## src/rtl/brg_pkg.sv

```systemverilog
package brg_pkg;

    localparam int BRG_INT_W   = 16;
    localparam int BRG_FRAC_W  = 4;
    localparam int BRG_PRE_DIV = 4;
    localparam int BRG_PHASE_W = 4;
    localparam int BRG_NUM_CH  = 2;

    typedef enum logic [1:0] {
        OSR_X16  = 2'b00,
        OSR_X8   = 2'b01,
        OSR_X4   = 2'b10,
        OSR_RSVD = 2'b11
    } osr_e;

    typedef struct packed {
        logic [BRG_INT_W-1:0]  whole;
        logic [BRG_FRAC_W-1:0] frac;
        osr_e                  osr;
        logic                  pre_slow;
    } brg_cfg_t;

    localparam brg_cfg_t BRG_CFG_RESET = '{
        whole:    BRG_INT_W'(1),
        frac:     '0,
        osr:      OSR_X16,
        pre_slow: 1'b0
    };

    // Terminal value of the per-bit phase counter for an oversampling code.
    function automatic logic [BRG_PHASE_W-1:0] osr_last(osr_e o);
        case (o)
            OSR_X8:  return BRG_PHASE_W'(7);
            OSR_X4:  return BRG_PHASE_W'(3);
            default: return BRG_PHASE_W'(15);
        endcase
    endfunction

endpackage

```

## src/rtl/brg_cfg_hold.sv

```systemverilog
module brg_cfg_hold
    import brg_pkg::*;
(
    input  logic     clk,
    input  logic     rst,
    input  logic     load,
    input  brg_cfg_t cfg_in,
    output brg_cfg_t cfg_q
);

    always_ff @(posedge clk) begin
        if (rst) begin
            cfg_q <= BRG_CFG_RESET;
        end else if (load) begin
            cfg_q <= cfg_in;
        end
    end

endmodule

```

## src/rtl/brg_prescale.sv

```systemverilog
module brg_prescale #(
    parameter int PRE_DIV = 4,
    localparam int PW = (PRE_DIV > 2) ? $clog2(PRE_DIV) : 1
) (
    input  logic clk,
    input  logic rst,
    input  logic restart,
    input  logic slow,
    output logic pre_en
);

    localparam logic [PW-1:0] PLAST = PW'(PRE_DIV - 1);

    logic [PW-1:0] pcnt;

    assign pre_en = slow ? (pcnt == PLAST) : 1'b1;

    always_ff @(posedge clk) begin
        if (rst || restart) begin
            pcnt <= '0;
        end else if (pcnt == PLAST) begin
            pcnt <= '0;
        end else begin
            pcnt <= pcnt + PW'(1);
        end
    end

    // in divide mode an enable is never followed directly by another
    assert_prescale_gap_R4: assert property (@(posedge clk) disable iff (rst)
        (slow && pre_en && !restart) |=> !pre_en);

endmodule

```

## src/rtl/brg_divider.sv

```systemverilog
module brg_divider #(
    parameter int INT_W  = 16,
    parameter int FRAC_W = 4
) (
    input  logic              clk,
    input  logic              rst,
    input  logic              restart,
    input  logic              pre_en,
    input  logic [INT_W-1:0]  whole,
    input  logic [FRAC_W-1:0] frac,
    output logic              period_end,
    output logic              sample_tick
);

    logic [INT_W-1:0]  cnt;
    logic [FRAC_W-1:0] acc;
    logic [FRAC_W:0]   acc_sum;
    logic              stretch;
    logic              active;
    logic [INT_W:0]    limit;

    assign acc_sum = {1'b0, acc} + {1'b0, frac};
    assign stretch = acc_sum[FRAC_W];
    assign active  = (whole != '0);
    assign limit   = {1'b0, whole} + (INT_W+1)'(stretch) - (INT_W+1)'(1);

    assign period_end = pre_en && active && ({1'b0, cnt} == limit);

    always_ff @(posedge clk) begin
        if (rst || restart) begin
            cnt         <= '0;
            acc         <= '0;
            sample_tick <= 1'b0;
        end else begin
            sample_tick <= period_end;
            if (period_end) begin
                cnt <= '0;
                acc <= acc_sum[FRAC_W-1:0];
            end else if (pre_en && active) begin
                cnt <= cnt + INT_W'(1);
            end
        end
    end

    // the period counter never runs past the whole divisor
    assert_cnt_bound_R2: assert property (@(posedge clk) disable iff (rst)
        ({1'b0, cnt} <= {1'b0, whole}));

    // a zero divisor leaves the sample tick low
    assert_zero_stop_R6: assert property (@(posedge clk) disable iff (rst)
        (whole == '0) |-> !sample_tick);

endmodule

```

## src/rtl/brg_bitcnt.sv

```systemverilog
module brg_bitcnt
    import brg_pkg::*;
#(
    parameter int PHASE_W = BRG_PHASE_W
) (
    input  logic clk,
    input  logic rst,
    input  logic restart,
    input  logic period_end,
    input  osr_e osr,
    input  logic sample_tick,
    output logic bit_tick
);

    logic [PHASE_W-1:0] phase;
    logic [PHASE_W-1:0] last;
    logic               bit_end;

    assign last    = PHASE_W'(osr_last(osr));
    assign bit_end = period_end && (phase == last);

    always_ff @(posedge clk) begin
        if (rst || restart) begin
            phase    <= '0;
            bit_tick <= 1'b0;
        end else begin
            bit_tick <= bit_end;
            if (period_end) begin
                phase <= bit_end ? '0 : phase + PHASE_W'(1);
            end
        end
    end

    // a bit tick only ever coincides with a sample tick
    assert_bit_on_sample_R5: assert property (@(posedge clk) disable iff (rst)
        bit_tick |-> sample_tick);

endmodule

```

## src/rtl/brg_channel.sv

```systemverilog
module brg_channel
    import brg_pkg::*;
(
    input  logic     clk,
    input  logic     rst,
    input  logic     load,
    input  brg_cfg_t cfg_in,
    output logic     sample_tick,
    output logic     bit_tick
);

    brg_cfg_t cfg;
    logic     pre_en;
    logic     period_end;

    brg_cfg_hold u_cfg (
        .clk    (clk),
        .rst    (rst),
        .load   (load),
        .cfg_in (cfg_in),
        .cfg_q  (cfg)
    );

    brg_prescale #(.PRE_DIV(BRG_PRE_DIV)) u_pre (
        .clk     (clk),
        .rst     (rst),
        .restart (load),
        .slow    (cfg.pre_slow),
        .pre_en  (pre_en)
    );

    brg_divider #(.INT_W(BRG_INT_W), .FRAC_W(BRG_FRAC_W)) u_div (
        .clk         (clk),
        .rst         (rst),
        .restart     (load),
        .pre_en      (pre_en),
        .whole       (cfg.whole),
        .frac        (cfg.frac),
        .period_end  (period_end),
        .sample_tick (sample_tick)
    );

    brg_bitcnt #(.PHASE_W(BRG_PHASE_W)) u_bit (
        .clk         (clk),
        .rst         (rst),
        .restart     (load),
        .period_end  (period_end),
        .osr         (cfg.osr),
        .sample_tick (sample_tick),
        .bit_tick    (bit_tick)
    );

    // both ticks are quiet in the cycle after a load edge
    assert_restart_quiet_R7: assert property (@(posedge clk) disable iff (rst)
        load |=> (!sample_tick && !bit_tick));

endmodule

```

## src/rtl/frac_brg_pair.sv

```systemverilog
module frac_brg_pair
    import brg_pkg::*;
(
    input  logic                  clk,
    input  logic                  rst,
    input  logic                  tx_load,
    input  logic [BRG_INT_W-1:0]  tx_div_int,
    input  logic [BRG_FRAC_W-1:0] tx_div_frac,
    input  logic [1:0]            tx_osr,
    input  logic                  tx_pre4,
    input  logic                  rx_load,
    input  logic [BRG_INT_W-1:0]  rx_div_int,
    input  logic [BRG_FRAC_W-1:0] rx_div_frac,
    input  logic [1:0]            rx_osr,
    input  logic                  rx_pre4,
    output logic                  tx_sample_tick,
    output logic                  tx_bit_tick,
    output logic                  rx_sample_tick,
    output logic                  rx_bit_tick
);

    logic     ch_load   [BRG_NUM_CH];
    brg_cfg_t ch_cfg    [BRG_NUM_CH];
    logic     ch_sample [BRG_NUM_CH];
    logic     ch_bit    [BRG_NUM_CH];

    assign ch_load[0] = tx_load;
    assign ch_load[1] = rx_load;
    assign ch_cfg[0]  = '{whole: tx_div_int, frac: tx_div_frac,
                          osr: osr_e'(tx_osr), pre_slow: tx_pre4};
    assign ch_cfg[1]  = '{whole: rx_div_int, frac: rx_div_frac,
                          osr: osr_e'(rx_osr), pre_slow: rx_pre4};

    for (genvar g = 0; g < BRG_NUM_CH; g++) begin : g_ch
        brg_channel u_ch (
            .clk         (clk),
            .rst         (rst),
            .load        (ch_load[g]),
            .cfg_in      (ch_cfg[g]),
            .sample_tick (ch_sample[g]),
            .bit_tick    (ch_bit[g])
        );
    end

    assign tx_sample_tick = ch_sample[0];
    assign tx_bit_tick    = ch_bit[0];
    assign rx_sample_tick = ch_sample[1];
    assign rx_bit_tick    = ch_bit[1];

endmodule

```

## config.mk

```make
export PLATFORM = sky130hd
export DESIGN_NAME = frac_brg_pair
export DESIGN_NICKNAME = d
export VERILOG_FILES = /design/src/rtl/brg_pkg.sv /design/src/rtl/brg_cfg_hold.sv /design/src/rtl/brg_prescale.sv /design/src/rtl/brg_divider.sv /design/src/rtl/brg_bitcnt.sv /design/src/rtl/brg_channel.sv /design/src/rtl/frac_brg_pair.sv
export SDC_FILE = /design/constraint.sdc
export NUM_CORES = 1
export LEC_CHECK = 0
export ABC_AREA = 1
export BUFFER_PORTS_ARGS = -buffer_cell sky130_fd_sc_hd__buf_2
export CORE_MARGIN = 2
export CORE_UTILIZATION = 30
export DETAILED_ROUTE_END_ITERATION = 16
export PLACE_DENSITY = 0.48
export SYNTH_ARGS = -nofsm -noshare
export SYNTH_HDL_FRONTEND = slang
export SYNTH_HIERARCHICAL = 1
export SYNTH_SLANG_ARGS = --single-unit
```

## constraint.sdc

```tcl
create_clock -name clk -period 3.5 [get_ports clk]
set_input_delay 0.175 -clock clk [delete_from_list [all_inputs] [get_ports clk]]
set_output_delay 0.175 -clock clk [all_outputs]
set_load 0.02 [all_outputs]
```

======== After elaboration in Yosys (flattened, before gate mapping) ========
Index checks and enable logic that the tools add are counted.
word-level totals
  bits of input ports ..................... 50
  flip-flop bits (word level) ............. 102
  output and inout bits ................... 4
  logic and storage cells ................. 62
operators by class
  mux-type cells .......................... 6
  add/sub/neg operators ................... 12
  reductions and logical operators ........ 14
  equality and inequality tests ........... 10
operators with widths
  operator                                             count
  adder 16 x 1 -> 17 bit                               2
  == test 16 x 17 -> 1 bit                             2
  subtractor 17 x 1 -> 17 bit (second input constant)  2
  adder 16 x 1 -> 16 bit (second input constant)       2
  nonzero test 16 bit                                  2
  case mux 4 bit (2 select lines)                      2
  adder 4 x 4 -> 5 bit                                 2
  adder 4 x 1 -> 4 bit (second input constant)         2
  == test 2 bit (second input constant)                4
  == test 4 bit                                        2
  two-way mux 4 bit                                    2
  OR reduction 2 bit                                   4
  logical AND 1 bit                                    6
  adder 2 x 1 -> 2 bit (second input constant)         2
  == test 2 x 1 -> 1 bit (second input constant)       2
  logical OR 1 bit                                     2
  two-way mux 1 bit                                    2

======== Depth between registers and ports, before layout ========
Gate-level depths: netlist of run 1.
  word-level depth ........................ 7
  mapped depth ............................ 23
  depth with buffers taken out ............ 23

======== By module ========
The synthesis of run 1 kept the hierarchy.
modules (own cells, without submodules)
  module                            area each (sq um)  seq. area each (sq um)  cells each  instances
  brg_divider (g_ch[0].u_ch.u_div)  2224.6             420.4                   373         1
  brg_divider (g_ch[1].u_ch.u_div)  2218.4             420.4                   370         1
  brg_cfg_hold                      959.7              460.4                   145         2
  brg_bitcnt                        259.0              100.1                   35          2
  brg_prescale                      78.8               40.0                    10          2

======== Least setup slack after synthesis of run 1 ========
No wires, ideal clock.
  kind .................................... reg-to-reg
  start ................................... reg g_ch[1].u_ch/u_cfg/cfg_q[3] in the netlist's numbering
  end ..................................... reg g_ch[1].u_ch.u_bit.phase[3]
  clock period less this slack ............ 2.993 ns
  setup slack ............................. 0.507 ns
  library setup time ...................... 0.114 ns
  cell stages (with the launch flop) ...... 21
  buffers on the path ..................... 0
  data arrival time ....................... 2.879 ns
  data required time ...................... 3.386 ns
  cells stage by stage .................... dfxtp_1 > ha_1 > inv_1 > fa_1 > o21ai_0 > a21oi_1 > ha_1 > ha_1 > xnor2_1 > nor2_1 > nand2_1 > nor2_1 > nand3_1 > nor2_1 > nand2_1 > nor2_1 > nand2_1 > a21oi_1 > nand3_2 > nand2_1 > nor2_1
between the ends
  longest elaborated chain between the ends .. 7
ends and longest elaborated chain
  what                           line                RTL
  start, declared                brg_cfg_hold.sv:8   output brg_cfg_t cfg_q
  start signal, assigned         brg_cfg_hold.sv:15  cfg_q <= cfg_in;
  adder 4 x 4 -> 5 bit *         brg_divider.sv:22   assign acc_sum = {1'b0, acc} + {1'b0, frac};
  adder 16 x 1 -> 17 bit *       brg_divider.sv:25   assign limit = {1'b0, whole} + (INT_W+1)'(stretch) - (INT_W+1)'(1);
  subtractor 17 x 1 -> 17 bit *  brg_divider.sv:25
  == test 16 x 17 -> 1 bit *     brg_divider.sv:27   assign period_end = pre_en && active && ({1'b0, cnt} == limit);
  logical AND 1 bit *            brg_divider.sv:27
  net g_ch[1].u_ch.period_end    brg_channel.sv:14   logic period_end;
  logical AND 1 bit              brg_bitcnt.sv:20    assign bit_end = period_end && (phase == last);
  two-way mux 4 bit              brg_bitcnt.sv:29    phase <= bit_end ? '0 : phase + PHASE_W'(1);
  end signal, assigned           brg_bitcnt.sv:29
  end, declared                  brg_bitcnt.sv:15    logic [PHASE_W-1:0] phase;
The timed path passes the listed nets; every way through them passes the cells marked *.
A chain may end at the register's enable or synchronous reset.

======== Final worst setup path of run 1 ========
  start ................................... reg g_ch[0].u_ch/u_cfg/cfg_q[3] in the netlist's numbering
  end ..................................... reg g_ch[0].u_ch.u_bit.phase[3]
between the ends
  longest elaborated chain between the ends .. 7
ends and longest elaborated chain
  what                           line
  start, declared                brg_cfg_hold.sv:8
  start signal, assigned         brg_cfg_hold.sv:15
  adder 4 x 4 -> 5 bit *         brg_divider.sv:22
  adder 16 x 1 -> 17 bit *       brg_divider.sv:25
  subtractor 17 x 1 -> 17 bit *  brg_divider.sv:25
  == test 16 x 17 -> 1 bit *     brg_divider.sv:27
  logical AND 1 bit *            brg_divider.sv:27
  net g_ch[0].u_ch.period_end    brg_channel.sv:14
  logical AND 1 bit              brg_bitcnt.sv:20
  two-way mux 4 bit              brg_bitcnt.sv:29
  end signal, assigned           brg_bitcnt.sv:29
  end, declared                  brg_bitcnt.sv:15
Marked as above.

==> flow_summary.toml, run 1 <==
[run_status]
outcome = "finished, final reports clean"

[die]
boundaryPins = 54
dieHeight_um = 157
initial_utilization_pct = 30.3
rows = 56
core-area_um2 = 23300
die-area_um2 = 24700
chipWidth_um = 157

[min_path]
hp-start = "rx_div_int[0]"
holdCritPathClass = "input pin to register"

[layout]
final_core_util_pct = 33.8
area_growth_pct = 11.6
final_nets = 1244
drive_above_1_share_pct = 11.3
num_antenna_cells = 0
layout.cells.non_filler = 1493
final_area_um2 = 7850

[clock_tree]
htreeDepth = 3
numCtsBuffers = 9
post-cts-setup-buffers = 0
insertion_delay_ns = 0.35
clk_pin_slew_worst_paths_ns = 0.07
ctsLongestPathBuffers = 2
postCtsHoldBufs = 0
cts.sinks = 102
cts-resized-gates = 0
clk_root_buffer_cell = "clkbuf_16"
cts_tree = "built"

[detailed_routing]
routed_wl_um = 17200
vias = 6331
drt-initial-drc-count = 249
drc_errors = 0
detail-route-antenna-nets = 0
wire_per_inst_um = 11.5
dr.pass1.iters = 4
viasPerCell = 4.24

[flow_run]
drv_cap = 0

[timing]
rsz0062_at_grt = "false"
final_hold_viol_count = 0
relSlewSlack_pct = 46.7
finalSetupTns_ns = 0
fmax_ghz = 0.320
finalSetupViolCount = 0
timing_worst_slew_pin_value_ns = 0.799
holdWs_ns = 0.0397
skew_ns = 0.00617
min_period_over_period_pct = 89.3
finalMaxSlewViolations = 0
fin_crit_ns = 3.13

[critical_path]
slowest_delay_ns = 0.39
slowest_stage = "fa_1"
startpoint = "g_ch[0].u_ch/u_cfg/cfg_q[3]"
critPathLaunchType = "register"
criticalPathCategory = "register to register"
cp_cell_sequence = "ha_1 -> inv_1 -> fa_1 -> o21ai_0 -> a21oi_1 -> ha_2 -> ha_1 -> xnor2_1 -> nor2_1 -> nand2_1 -> nor2_1 -> nand2_1 -> nor2_1 -> nand2_1 -> nor2_4 -> nand2_1 -> a21oi_1 -> nand3_2 -> nand2_1 -> nor2_1"
arrival_ns = 3.37
required_ns = 3.75
cp_common_cell = "nand2_1"
cpLargestDelayFamily = "adder cells"
critPathBufInv = 1
end_kind = "register"
worstReg2RegStart = "g_ch[0].u_ch/u_cfg/cfg_q[3]"
worstPathMaxFanout = 4

[placed_design]
gp_congestion = 0.820
placed_cells = 1478
dp_hpwl_um = 13600
io_buffer_count = 53
place_area_um2 = 7540

[yosys]
synth-async-reset-ratio_pct = 0
synth_top_flop_cell = "dfxtp_1"
synth_cell_types = 33
yosysSeqAreaShare_pct = 29.0
mappedNetlistArea_um2 = 7040
ys_ff_latch = 102
ys_warn_count = 6
synth_top_cell_by_area = "dfxtp_1"
synthTopCellsByCount = "nand2_1 (340), nor2_1 (189), inv_1 (178)"
synth.most_common_cell = "nand2_1"
synth_edf_count = 0
synthTopCellsByArea = "dfxtp_1 (29%), nand2_1 (18%), nor2_1 (10%), inv_1 (9.5%), xor2_1 (4.9%)"
synth_top_area_share_pct = 29.0
syn_inst = 1123
postSynthAreaPerCell_um2 = 6.27
synthesis.nets = 1197

[global_routing]
overflow = 0
grt_pass1_wl_um = 28900
grt_util_all_layers_pct = 14.6
grt_pass1_vias = 5999
antenna_found_initial = 0
grt_max_degree = 51

[power]
p_leak_nw = 3.78
powerDensity_nw_per_um2 = 351
vdd_drop_max_mv = 0.174
[path summary, 6_finish.rpt]
| kind | depth (start not counted) | slack (ns) | to |
|---|---|---|---|
| max | 20 | 0.37 | g_ch[0].u_ch/u_bit/phase[3] |
| max reg2reg | 20 | 0.37 | g_ch[0].u_ch/u_bit/phase[3] |
| min reg2reg | 1 | 0.42 | g_ch[1].u_ch/u_pre/pcnt[0] |
| min | 3 | 0.04 | g_ch[1].u_ch/u_cfg/cfg_q[7] |
[cell usage in the layout, fill, tap and decap left out, types with 9 or more instances in the layout]
cell type,n
nand2_1,340
nor2_1,187
inv_1,178
dfxtp_1,102
nand3_1,63
buf_2,53
xor2_1,39
nor2_2,30
xnor2_1,21
o21ai_0,20
ha_1,19
nor3_1,19
nand4_1,14
a21oi_1,11
nor2_4,10
clkbuf_16,9
[metal layers]
metal  global-route usage (%)  routed length, µm
met1                     17.9               8050
met2                     26.4               8490
met4                     3.77                205
met5                        0                  0
met3                     2.37                443
[sequential cells by signal (all words and copies together), names as in the netlist]
| name | cells |
|---|---|
| g_ch.u_ch/u_cfg/cfg_q | 46 |
| g_ch.u_ch/u_div/sample_tick | 2 |
| g_ch.u_ch/u_bit/phase | 8 |
| g_ch.u_ch/u_pre/pcnt | 4 |
| g_ch.u_ch/u_div/acc | 8 |
| g_ch.u_ch/u_div/cnt | 32 |
| g_ch.u_ch/u_bit/bit_tick | 2 |
[tightest hold or removal path, stage by stage]
cell and delay, ns:
buf_2 0.08, nand2_1 0.04, nand3_1 0.06
[layout make-up]
type                       count  area, µm²
timing repair buffer          58        303
multi-input combinational    821       4150
sequential                   102       2040
fill                        2642      15400
inverter                     178        668
tap                          319        399
clock inverter                 4       56.3
clock buffer                  11        233
[through the flow]
step	worst slack, ns	total power, W
2_1_floorplan	0.507	0.00165
5_1_grt	0.000153	0.00294
3_5_place_dp	0.182	0.00177
6_report	0.374	0.00275
3_3_place_gp	0.242	0.00177
4_1_cts	0.166	0.00281
[cells by family (layout without fill, tap and decap cells)]
family                     Yosys count  after routing  share of synthesized area, %
and+or+nand+nor                    695            695                          43.1
buffers and inverters              200            251                          12.3
DFF                                102            102                          29.0
xor gates and xnor gates            60             60                          7.47
AOI/OAI and AO/OA                   36             36                          2.76
adders and majority gates           24             24                          4.48
muxes                                6              6                         0.853
[where the power goes]
part           internal, W  leakage [nW]  switching, W
clock network     0.000558         0.141      0.000453
registers          0.00120         0.835     0.0000517
logic             0.000174          2.80      0.000315
Power figures use the tool's default switching activity.
==> run 2, diff against run 1 <==
Settings changed: CELL_PAD_IN_SITES_DETAIL_PLACEMENT set to 0, CELL_PAD_IN_SITES_GLOBAL_PLACEMENT set to 2, PLACE_DENSITY 0.48 to 0.76.
==> run 2 against run 1 <==
Net effect: routed wire length rose by 3.4%; total power rose by 1.8%; worst setup slack got worse by 0.0076 ns; count of clock-buffer cells in the layout fell by 2; sequential power barely moved; cell area rose by 0.33%; die area did not move; utilization rose by 0.11 points; clock skew rose by 0.0031 ns; register-to-register slack barely moved; non-clock buffer count rose by 1; sequential cell count did not move; critical path type unchanged; critical endpoint is now g_ch[1].u_ch/u_bit/phase[3]; largest cell class unchanged; largest power group unchanged; highest routed layer unchanged.
==> flow_summary.toml, run 2 (synthesis results as in run 1) <==
[run_status]
outcome = "finished, final reports clean"

[critical_path]
r2r_end = "g_ch[1].u_ch/u_bit/phase[3]"
worstPathMaxFanout = 4
critPathLaunchType = "register"
r2r_cells = 23
slowest_delay_ns = 0.39
cp_cell_sequence = "ha_1 -> inv_1 -> fa_1 -> o21ai_1 -> a21oi_1 -> ha_2 -> ha_1 -> inv_1 -> nand2_1 -> nand2_1 -> nand2_1 -> nand2_1 -> nand3_1 -> nor2_1 -> nand3_1 -> nor2_1 -> nand2_1 -> nor2_4 -> nand2_1 -> a21oi_1 -> nand3_2 -> nand2_1 -> nor2_1"
criticalPathCategory = "register to register"
r2r_slack_ns = 0.37
worstReg2RegStart = "g_ch[1].u_ch/u_div/acc[0]"
required_ns = 3.76
cpLargestDelayFamily = "simple AND/OR/NAND/NOR gates"
worst-path-stages = 23
slowest_stage = "fa_1"
arrival_ns = 3.39
critPathBufInv = 2
end_kind = "register"
cp_common_cell = "nand2_1"

[die]
boundaryPins = 54
rows = 56
die-area_um2 = 24700
core-area_um2 = 23300
chipWidth_um = 157
dieHeight_um = 157
initial_utilization_pct = 30.3

[detailed_routing]
detail-route-antenna-nets = 0
drt-initial-drc-count = 317
viasPerCell = 4.26
dr.pass1.iters = 4
vias = 6370
routed_wl_um = 17800
wire_per_inst_um = 11.9
drc_errors = 0

[layout]
final_nets = 1245
num_antenna_cells = 0
final_common_cell = "nand2_1"
regMostFlops = "g_ch.u_ch/u_cfg/cfg_q"
reg_top3 = "g_ch.u_ch/u_cfg/cfg_q x46, g_ch.u_ch/u_div/cnt x32"
fillers = 2677
drive_above_1_share_pct = 11.6
seqCellArea_um2 = 2040
largest_register_ffs = 46
multi_input_area_um2 = 4150
area_growth_pct = 11.9
final_cell_mix = "nand2_1 (340), nor2_1 (187), inv_1 (178)"

[power]
power_w = 0.00280
powerDensity_nw_per_um2 = 356
vdd_drop_max_mv = 0.242
p_leak_nw = 3.79

[global_routing]
grt_max_degree = 51
grt_util_all_layers_pct = 15.1
overflow = 0
antenna_found_initial = 0
grt_pass1_vias = 6049
grt_pass1_wl_um = 29500

[clock_tree]
clk_root_buffer_cell = "clkbuf_16"
clk_pin_slew_worst_paths_ns = 0.08
cts.sinks = 102
insertion_delay_ns = 0.36
numCtsBuffers = 9
cts_tree = "built"
ctsLongestPathBuffers = 2
htreeDepth = 3

[placed_design]
io_buffer_count = 53
dp_hpwl_um = 14100
gp_congestion = 0.802

[timing]
min_period_over_period_pct = 89.5
finalSetupTns_ns = 0
fmax_ghz = 0.319
timing_worst_slew_pin_value_ns = 0.803
final_hold_viol_count = 0
fin_crit_ns = 3.13
finalMaxSlewViolations = 0
finalSetupViolCount = 0
relSlewSlack_pct = 46.4
skew_ns = 0.00923
rsz0062_at_grt = "false"

[min_path]
hp-start = "rx_div_int[0]"
whs_endpoint = "g_ch[1].u_ch/u_cfg/cfg_q[7]"
holdCritPathClass = "input pin to register"
min_path_cells = 3

[flow_run]
drv_cap = 0
-- run 2: cell types whose count changed in the layout (fill, tap and decap cells not counted), sizes merged --
cell      change
buf           +1
clkinvlp      +2
clkinv        +1
clkbuf        -2
-- run 2: what timing repair did --
item	in CTS	in global routing
hold buffers	0	0
setup buffers	0	0
endpoints found under the setup margin	0	8
resized for setup	0	9
-- run 2: final cells by class --
| cell class | count | area share (%) |
|---|---|---|
| clock buffer | 9 | 2.86 |
| clock inverter | 7 | 1.05 |
| inverter | 178 | 8.48 |
| multi-input combinational | 821 | 52.7 |
| sequential | 102 | 25.9 |
| tap | 319 | 5.07 |
| timing repair buffer | 59 | 3.94 |
-- run 2: worst max path at each step --
| stage | startpoint | endpoint | slack (ns) |
|---|---|---|---|
| after global routing | g_ch[1].u_ch/u_cfg/cfg_q[3] | g_ch[1].u_ch/u_bit/phase[2] | 0.02 |
| final | g_ch[1].u_ch/u_div/acc[0] | g_ch[1].u_ch/u_bit/phase[3] | 0.37 |
| after global placement | g_ch[1].u_ch/u_cfg/cfg_q[3] | g_ch[1].u_ch/u_bit/phase[3] | 0.21 |
| after floorplan | g_ch[1].u_ch/u_cfg/cfg_q[3] | g_ch[1].u_ch/u_bit/phase[3] | 0.51 |
| after CTS | g_ch[0].u_ch/u_cfg/cfg_q[3] | g_ch[0].u_ch/u_bit/phase[3] | 0.11 |
| after detailed placement | g_ch[0].u_ch/u_cfg/cfg_q[3] | g_ch[0].u_ch/u_bit/phase[3] | 0.13 |
-- run 2: worst register-to-register path: cells and delay by family (launching register included) --
kind | cells | cell delay, ns
AOI/OAI and AO/OA | 3 | 0.38
and+or+nand+nor | 14 | 1.20
buffers and inverters | 2 | 0.12
DFF | 1 | 0.34
adders and majority gates | 4 | 1.01
-- run 2: through the flow --
stage | util [%] | hold slack (ns) | std cells | area [µm²] | setup WS (ns)
finish | 33.9 | 0.0310 | 1495 | 7880 | 0.366
global route | 33.9 | 0.0330 | 1495 | 7880 | 0.0206
CTS | 33.8 | 0.0231 | 1495 | 7860 | 0.110
detailed placement | 32.4 | 0.403 | 1479 | 7550 | 0.132
global placement | 32.4 | 0.396 | 1479 | 7550 | 0.208
floorplan | - | 0.252 | 1123 | 7040 | 0.507
-- run 2: power by group --
| part | internal (W) | leakage, nW | switching [W] |
|---|---|---|---|
| Clock | 0.000565 | 0.144 | 0.000491 |
| Sequential | 0.00120 | 0.835 | 0.0000521 |
| Combinational | 0.000175 | 2.81 | 0.000318 |
-- run 2: routing by layer --
metal  wire length, µm  global-route usage [%]  vias up
met1              8040                    17.4     2807
met5                 0                       0        -
li1                  -                       -     3487
met4               194                    3.38        0
met2              9100                    28.7       66
met3               438                    3.06       10
==> run 3, diff against run 2 <==
Settings changed: RECOVER_POWER set to 25.
Clock period 3.5 ns to 3.97 ns, I/O delays scaled along.
==> run 3 against run 2 <==
Net effect: the run now ends with max-capacitance violations, max-slew violations left; worst setup slack gained 0.28 ns; die area did not move; routed wire length down 0.21%; largest power group unchanged.
==> flow_summary.toml, run 3 (synthesis results as in run 1) <==
[timing]
worst_slack_ns = 0.643
rsz0062_at_grt = "false"
final_hold_viol_count = 0
fin_crit_ns = 3.33
skew_ns = 0.00783
timing_worst_slew_pin_value_ns = 2.12
finalMaxSlewViolations = 101
fmax_ghz = 0.301
finalSetupViolCount = 0
finalSetupTns_ns = 0
min_period_over_period_pct = 83.8
holdWs_ns = 0.0447
relSlewSlack_pct = -41.5

[layout]
multi_input_area_um2 = 4130
reg_top3 = "g_ch.u_ch/u_cfg/cfg_q x46, g_ch.u_ch/u_div/cnt x32"
area_growth_pct = 10.9
num_antenna_cells = 0
layout.cells.non_filler = 1491
regMostFlops = "g_ch.u_ch/u_cfg/cfg_q"
seqCellArea_um2 = 2040
final_common_cell = "nand2_1"
drive_above_1_share_pct = 10.7
fillers = 2698
final_area_um2 = 7800
final_cell_mix = "nand2_1 (340), nor2_1 (189), inv_1 (178)"
final_nets = 1241
largest_register_ffs = 46

[power]
combPwrFrac_pct = 17.6
switchingPower_w = 0.000780
vdd_drop_max_mv = 0.205
p_leak_nw = 3.76
clock_power_share_pct = 37.0
seqPwrFrac_pct = 45.4
p_sw_share_pct = 32.0
powerDensity_nw_per_um2 = 312
power.internal_w = 0.00165

[detailed_routing]
vias = 6268
dr.pass1.iters = 4
wire_per_inst_um = 11.9
routed_wl_um = 17700
drt-initial-drc-count = 253
drc_errors = 0
detail-route-antenna-nets = 0
viasPerCell = 4.20

[critical_path]
r2r_slack_ns = 0.64
slowest_stage = "fa_1"
slowest_delay_ns = 0.39
cp_cell_sequence = "ha_1 -> inv_1 -> fa_1 -> o21ai_0 -> a21oi_1 -> ha_1 -> ha_1 -> inv_1 -> nand2_1 -> nand2_1 -> nand2_1 -> nand2_1 -> nand3_1 -> nor2_1 -> nand3_1 -> nor2_1 -> nand2_1 -> nor2_1 -> nand2_1 -> a21oi_1 -> nand3_2 -> nand2_1 -> nor2_1"
critPathBufInv = 2
required_ns = 4.23
arrival_ns = 3.59
criticalPathCategory = "register to register"
critPathLaunchType = "register"
cp_common_cell = "nand2_1"
worstPathMaxFanout = 4
end_kind = "register"
cpLargestDelayFamily = "simple AND/OR/NAND/NOR gates"

[die]
dieHeight_um = 157
rows = 56
core-area_um2 = 23300
die-area_um2 = 24700
chipWidth_um = 157
boundaryPins = 54
initial_utilization_pct = 30.3

[global_routing]
overflow = 0
grt_pass1_vias = 5975
grt_max_degree = 51
antenna_found_initial = 0
grt_pass1_wl_um = 29600
grt_util_all_layers_pct = 15.1

[clock_tree]
numCtsBuffers = 9
postCtsHoldBufs = 0
ctsLongestPathBuffers = 2
clk_root_buffer_cell = "clkbuf_16"
htreeDepth = 3
insertion_delay_ns = 0.36
cts.sinks = 102
clk_pin_slew_worst_paths_ns = 0.08
post-cts-setup-buffers = 0
cts-resized-gates = 0
cts_tree = "built"

[run_status]
violations = "max-capacitance violations, max-slew violations"
outcome = "finished, violations left"

[placed_design]
placed_cells = 1475
gp_congestion = 0.784
pre_cts_slack_ns = 0.640
dp_hpwl_um = 13900
place_area_um2 = 7520
io_buffer_count = 53

[flow_run]
drv_cap = 2

[min_path]
holdCritPathClass = "input pin to register"
## run 3: worst min-delay path: stages
cell	delay, ns
buf_2	0.08
nand2_1	0.04
nand3_1	0.06
## run 3: path summary, 6_finish.rpt
path / cells past startpoint / to / start
setup / recovery: 23 / g_ch[1].u_ch/u_bit/phase[3] / g_ch[1].u_ch/u_cfg/cfg_q[3]
hold / removal: 3 / g_ch[1].u_ch/u_cfg/cfg_q[7] / rx_div_int[0]
setup reg to reg: 23 / g_ch[1].u_ch/u_bit/phase[3] / g_ch[1].u_ch/u_cfg/cfg_q[3]
hold reg to reg: 1 / g_ch[0].u_ch/u_pre/pcnt[0] / g_ch[0].u_ch/u_pre/pcnt[0]
## run 3: layer usage
metal  global-route usage (%)  vias up  routed length (µm)
met5                        0        -                   0
met4                     3.77        0                 168
met1                     18.3     2717                8180
met3                     2.26        8                 296
met2                     28.0       59                9090
li1                         -     3484                   -
## run 3: power groups by stage
stage                     combinational, W  sequential [W]  clock (W)
after floorplan                   0.000340         0.00111          0
final                             0.000429         0.00110   0.000899
after global routing              0.000501         0.00111   0.000969
after CTS                         0.000435         0.00111   0.000938
after detailed placement          0.000432         0.00113          0
after global placement            0.000434         0.00113          0
## run 3: area by class of cell
| type | count | share of cell area (%) |
|---|---|---|
| Multi-Input combinational cell | 821 | 52.9 |
| Clock inverter | 7 | 0.850 |
| Inverter | 178 | 8.56 |
| Timing Repair Buffer | 55 | 3.54 |
| Sequential cell | 102 | 26.2 |
| Clock buffer | 9 | 2.89 |
| Tap cell | 319 | 5.11 |
## run 3: through the flow
step	power (W)	util, %
after CTS	0.00248	33.6
after detailed placement	0.00156	32.3
after global placement	0.00157	32.3
after global routing	0.00258	33.6
after floorplan	0.00145	-
final	0.00243	33.6
